==> src/rtl/halt_pkg.sv <==
package halt_pkg;
  typedef enum logic [1:0] {
    PM_ACTIVE = 2'b00,
    PM_IDLE   = 2'b01,
    PM_PDOWN  = 2'b10,
    PM_RSVD   = 2'b11
  } pmode_e;

  typedef enum logic [2:0] {
    ST_RUN     = 3'd0,
    ST_HALT_T1 = 3'd1,
    ST_HALT_T2 = 3'd2,
    ST_SUSP    = 3'd3,
    ST_WAKE    = 3'd4
  } state_e;

  localparam int unsigned NUM_WAKE = 4;
  localparam int unsigned WK_IRQ   = 0;
  localparam int unsigned WK_HOLD  = 1;
  localparam int unsigned WK_DMA   = 2;
  localparam int unsigned WK_RFSH  = 3;

  localparam int unsigned STAT_W       = 3;
  localparam logic [STAT_W-1:0] STAT_HALT    = 3'b011;
  localparam logic [STAT_W-1:0] STAT_PASSIVE = 3'b111;
endpackage

==> src/rtl/halt_wake_qual.sv <==
module halt_wake_qual
  import halt_pkg::*;
(
  input  logic [1:0]          pmode_i,
  input  logic [NUM_WAKE-1:0] evt_i,
  output logic [NUM_WAKE-1:0] wake_vec_o,
  output logic                wake_any_o
);
  logic pdown;
  assign pdown = (pmode_i == PM_PDOWN);

  // bit WK_IRQ always qualifies; the rest are masked in powerdown
  for (genvar i = 0; i < NUM_WAKE; i++) begin : g_qual
    if (i == WK_IRQ) begin : g_always
      assign wake_vec_o[i] = evt_i[i];
    end else begin : g_gated
      assign wake_vec_o[i] = evt_i[i] & ~pdown;
    end
  end

  assign wake_any_o = |wake_vec_o;
endmodule

==> src/rtl/halt_fsm.sv <==
module halt_fsm
  import halt_pkg::*;
(
  input  logic                clk_i,
  input  logic                rst_ni,
  input  logic                halt_req_i,
  input  logic                wake_any_i,
  input  logic [NUM_WAKE-1:0] wake_vec_i,
  output state_e              state_o,
  output logic                capture_o,
  output logic                resume_o,
  output logic [NUM_WAKE-1:0] wake_src_o
);
  state_e state_q, state_d;
  logic [NUM_WAKE-1:0] src_q;

  always_comb begin
    state_d = state_q;
    unique case (state_q)
      ST_RUN:     if (halt_req_i) state_d = ST_HALT_T1;
      ST_HALT_T1: state_d = ST_HALT_T2;
      ST_HALT_T2: state_d = ST_SUSP;
      ST_SUSP:    if (wake_any_i) state_d = ST_WAKE;
      ST_WAKE:    state_d = ST_RUN;
      default:    state_d = ST_RUN;
    endcase
  end

  always_ff @(posedge clk_i or negedge rst_ni) begin
    if (!rst_ni) begin
      state_q <= ST_RUN;
      src_q   <= '0;
    end else begin
      state_q <= state_d;
      if (state_q == ST_SUSP && wake_any_i) src_q <= wake_vec_i;
      else if (state_q == ST_WAKE)          src_q <= '0;
    end
  end

  assign state_o    = state_q;
  assign capture_o  = (state_q == ST_RUN) && halt_req_i;
  assign resume_o   = (state_q == ST_WAKE);
  assign wake_src_o = (state_q == ST_WAKE) ? src_q : '0;
endmodule

==> src/rtl/halt_bus_drive.sv <==
module halt_bus_drive
  import halt_pkg::*;
#(
  parameter int unsigned AD_W  = 16,
  parameter int unsigned AHI_W = 4
) (
  input  logic              clk_i,
  input  logic              rst_ni,
  input  logic              capture_i,
  input  state_e            state_i,
  input  logic              prev_write_i,
  input  logic [AD_W-1:0]   wr_data_i,
  input  logic [AHI_W-1:0]  prev_ahi_i,
  input  logic [AHI_W-1:0]  next_ahi_i,
  output logic              ad_oe_o,
  output logic [AD_W-1:0]   ad_o,
  output logic [AHI_W-1:0]  ahi_o,
  output logic [STAT_W-1:0] status_o,
  output logic              cs_mask_o
);
  logic             wr_q;
  logic [AD_W-1:0]  data_q;
  logic [AHI_W-1:0] ahi_q;
  logic             in_t1, in_cycle;

  // context is frozen at acceptance so the halt cycle is repeatable
  always_ff @(posedge clk_i or negedge rst_ni) begin
    if (!rst_ni) begin
      wr_q   <= 1'b0;
      data_q <= '0;
      ahi_q  <= '0;
    end else if (capture_i) begin
      wr_q   <= prev_write_i;
      data_q <= wr_data_i;
      ahi_q  <= prev_write_i ? next_ahi_i : prev_ahi_i;
    end
  end

  assign in_t1    = (state_i == ST_HALT_T1);
  assign in_cycle = in_t1 || (state_i == ST_HALT_T2);

  assign ad_oe_o   = in_t1 && wr_q;
  assign ad_o      = ad_oe_o ? data_q : '0;
  assign ahi_o     = in_cycle ? ahi_q : '0;
  assign status_o  = in_t1 ? STAT_HALT : STAT_PASSIVE;
  assign cs_mask_o = in_cycle;
endmodule

==> src/rtl/halt_wake_ctrl.sv <==
module halt_wake_ctrl
  import halt_pkg::*;
#(
  parameter int unsigned AD_W  = 16,
  parameter int unsigned AHI_W = 4
) (
  input  logic                clk_i,
  input  logic                rst_ni,
  input  logic                halt_req_i,
  input  logic [1:0]          pmode_i,
  input  logic                prev_write_i,
  input  logic [AD_W-1:0]     wr_data_i,
  input  logic [AHI_W-1:0]    prev_ahi_i,
  input  logic [AHI_W-1:0]    next_ahi_i,
  input  logic                irq_i,
  input  logic                hold_i,
  input  logic                dma_i,
  input  logic                refresh_i,
  output logic                eu_stall_o,
  output logic                resume_o,
  output logic [NUM_WAKE-1:0] wake_src_o,
  output logic                ad_oe_o,
  output logic [AD_W-1:0]     ad_o,
  output logic [AHI_W-1:0]    ahi_o,
  output logic [STAT_W-1:0]   status_o,
  output logic                cs_mask_o
);
  logic [NUM_WAKE-1:0] evt, wake_vec;
  logic                wake_any, capture;
  state_e              state_q;

  assign evt[WK_IRQ]  = irq_i;
  assign evt[WK_HOLD] = hold_i;
  assign evt[WK_DMA]  = dma_i;
  assign evt[WK_RFSH] = refresh_i;

  halt_wake_qual i_qual (
    .pmode_i    (pmode_i),
    .evt_i      (evt),
    .wake_vec_o (wake_vec),
    .wake_any_o (wake_any)
  );

  halt_fsm i_fsm (
    .clk_i      (clk_i),
    .rst_ni     (rst_ni),
    .halt_req_i (halt_req_i),
    .wake_any_i (wake_any),
    .wake_vec_i (wake_vec),
    .state_o    (state_q),
    .capture_o  (capture),
    .resume_o   (resume_o),
    .wake_src_o (wake_src_o)
  );

  halt_bus_drive #(.AD_W(AD_W), .AHI_W(AHI_W)) i_drive (
    .clk_i        (clk_i),
    .rst_ni       (rst_ni),
    .capture_i    (capture),
    .state_i      (state_q),
    .prev_write_i (prev_write_i),
    .wr_data_i    (wr_data_i),
    .prev_ahi_i   (prev_ahi_i),
    .next_ahi_i   (next_ahi_i),
    .ad_oe_o      (ad_oe_o),
    .ad_o         (ad_o),
    .ahi_o        (ahi_o),
    .status_o     (status_o),
    .cs_mask_o    (cs_mask_o)
  );

  assign eu_stall_o = (state_q == ST_HALT_T1) || (state_q == ST_HALT_T2)
                   || (state_q == ST_SUSP);
endmodule

==> config.mk <==
export PLATFORM = sky130hd
export DESIGN_NAME = halt_wake_ctrl
export DESIGN_NICKNAME = d
export VERILOG_FILES = /design/src/rtl/halt_pkg.sv /design/src/rtl/halt_wake_qual.sv /design/src/rtl/halt_fsm.sv /design/src/rtl/halt_bus_drive.sv /design/src/rtl/halt_wake_ctrl.sv
export SDC_FILE = /design/constraint.sdc
export NUM_CORES = 1
export LEC_CHECK = 0
export ABC_AREA = 1
export ABC_CLOCK_PERIOD_IN_PS = 3460
export BUFFER_PORTS_ARGS = -buffer_cell sky130_fd_sc_hd__clkbuf_2
export CAP_MARGIN = 20
export CORE_MARGIN = 1
export CORE_UTILIZATION = 40
export DETAILED_ROUTE_END_ITERATION = 10
export PLACE_DENSITY_LB_ADDON = 0.2
export SYNTH_ARGS = -nofsm -noshare
export SYNTH_HDL_FRONTEND = slang
export SYNTH_SLANG_ARGS = --single-unit
export TNS_END_PERCENT = 1
==> constraint.sdc <==
create_clock -name clk_i -period 3.46 [get_ports clk_i]
set_clock_uncertainty 0.1 [all_clocks]
set_input_delay 0.346 -clock clk_i [delete_from_list [all_inputs] [get_ports clk_i]]
set_output_delay 0.346 -clock clk_i [all_outputs]
set_load 0.05 [all_outputs]
==> run metrics <==
status=complete, no violations; Slowest-stage cell, CP=dfrtp_1; DR top layer=met4; setup tns final=0 ns; setup ws final=1.190 ns; Mean Syn Cell Area=7.825 sq um; met2 wire length=1.131 mm; Layout area overhead=28.09%; CTS tree=built; DR vias=1,220; most common cell after layout, fill and taps aside=clkbuf_2; # diodes=0; Post-Route M1 WL=1.319 mm; Clk pin slew, worst setup/hold paths=0.14 ns; Worst Hold Class=input pin to register; largest net degree at the start of global routing=33; cell area after synthesis=0.001385 sq mm; Critical Path Sink Type=output port; Crit path buffers/inverters=2; CTS Buffer Depth=2; die area=0.003702 sq mm; Worst Setup Path Type=register to output port; Clock Tree Root=clkbuf_4; slew margin rel.=55.69%; initial core utilization=41.51%; maximum vdd drop=0.5649 mV; Max-Cap Viols=0; vias in the first global route=1,011; critical path peak fanout=17; Synth area leaders=dfrtp_1, nand2_1, inv_1, nor2_1, o21ai_1; most frequent cells in the layout=clkbuf_2, nand2_1, inv_1, nor2_1, dfrtp_1; dpl cell area=0.001712 sq mm; CTS sink count=28; min-delay src=wr_data_i[3]; Worst Path Required=3.01 ns; CP Cell Sequence=inv_2 -> nand4_2 -> nor2_1 -> clkbuf_2; met3 WL post-DR=139 um; cells after synthesis=177; Die X=60.85 um; Port Buf Inserts=62; Power Total=1.578 mW; worst slew pin tran=0.6646 ns; period utilization=65.59%; Ys Warns=0; non-filler instance count after layout=284; Initial DRC Count=44; initial antenna violation count=0; min Tclk post-route=2.270 ns; pwr dens=889.7 mW/mm^2; DPL Wire Length=2.008 mm; first-pass GRT wire length=4.188 mm; Yosys reg bits=28; Pre-antenna DRT Iters=6; Placed Cells=279; Fin. Hold Viols=0; post-synth cell types=19; DRC violations left=0; Die Height=60.85 um; LEAKAGE=1.037 nW; Final #Nets=273; slowest stage delay, CP=0.46 ns; Routed Antenna Nets=0; GP Congestion=0.6962; sequential share of the synthesized area=50.59%; top cell type's share of synthesized area=50.59%; fmax=0.4406 GHz; latest clock arrival within the worst-skew pair=0.32 ns; Data arrival, critical path=1.82 ns; DP Worst Slack=1.505 ns; routed wire length=2.605 mm; PostCTS Resize Cnt=0; start point of the critical path=i_fsm.state_o[2]; CP top delay family=simple AND/OR/NAND/NOR gates; vias per cell=4.296; H-tree Lvls=1; CORE AREA=0.003337 sq mm; GRT Total Usage=15.39%; grt ovf=0; Wirelength per Cell=9.173 um; RSZ-0062 raised after global routing=no; IO Count=65; CTS Buf Count=3; fin area=0.001774 sq mm; Setup Viol. Count Final=0; RR Startpoint=i_fsm.state_o[0]; Rows=21; proportion of layout cells with a drive suffix above 1=33.19%; CP Launch Type=register; post-synth top area cell=dfrtp_1; Pins Over Slew Limit=0
[cell type report]
type                       count  area (sq um)
inverter                      37         138.9
tap                           46         57.56
multi-input combinational    106         504.2
sequential                    28         700.7
fill                         347          1563
timing repair buffer          63         320.3
clock buffer                   3         22.52
clock inverter                 1         30.03
[cells in the mapped netlist]
library cell  number
nor3_4             1
o21ai_0            2
inv_1             33
o21ai_1           17
nand2_1           34
conb_1             1
o31ai_2            4
nand4_1            1
buf_2              3
buf_4              4
nand3_1            7
nand3_2            1
nand4_2            1
inv_2              4
nand2_2            1
nor2_2             1
nor2_1            33
o211ai_1           1
dfrtp_1           28
[tightest hold or removal path, delay by kind of cell]
kind            cells  cell delay (ns)
simple gates        1             0.04
compound gates      1             0.05
buf+inv             1             0.08
[power by group]
part           total [mW]  switching [mW]  internal [mW]  leakage, nW
logic               0.828           0.618          0.210        0.661
clock network       0.205          0.0875          0.117       0.0279
registers           0.546          0.0671          0.479        0.348
[stage by stage]
stage / hold slack [ns] / utilization, %
after floorplan: -0.04959 / -
after global placement: 0.3259 / 51.29
after detailed placement: 0.3218 / 51.29
after CTS: 0.1099 / 53.17
after global routing: 0.1034 / 53.17
final: 0.1297 / 53.17
[kinds of logic (layout without fill, tap and decap cells)]
logic type      count (synthesis)  after routing  share of synthesized area (%)
buf+inv                        44            104                          13.28
compound gates                 24             24                          11.02
flops                          28             28                          50.59
other cells                     1              2                         0.2707
simple gates                   80             80                          24.84
[final timing paths]
path / end / slack [ns] / cells past startpoint
worst max-delay path: ad_o[0] / 1.19 / 4
worst min-delay path: i_drive.data_q[3] / 0.13 / 3
worst min register to register: i_drive.ahi_q[3] / 0.40 / 2
min in group asynchronous: i_drive.data_q[10] / 0.47 / 2
max in group asynchronous: i_drive.wr_q / 2.36 / 2
worst max register to register: i_drive.data_q[13] / 1.71 / 5
[routing by layer]
layer / vias to the layer above / global-route usage (%)
met4: 0 / 2.922
li1: 653 / -
met5: - / 0
met2: 38 / 25.12
met3: 2 / 4.691
met1: 527 / 20.46
[flip-flops by register name (all words and copies together), names as in the netlist]
register	count
i_fsm.src_q	4
i_drive.ahi_q	4
i_drive.data_q	16
i_fsm.state_o	3
i_drive.wr_q	1
[repair_timing]
action,4_1_cts,5_1_grt
hold endpoints to repair,28,0
setup endpoints to repair,0,0
hold buffers,1,0
setup buffers,0,0
Note: power is estimated with default switching activity, not from simulation.
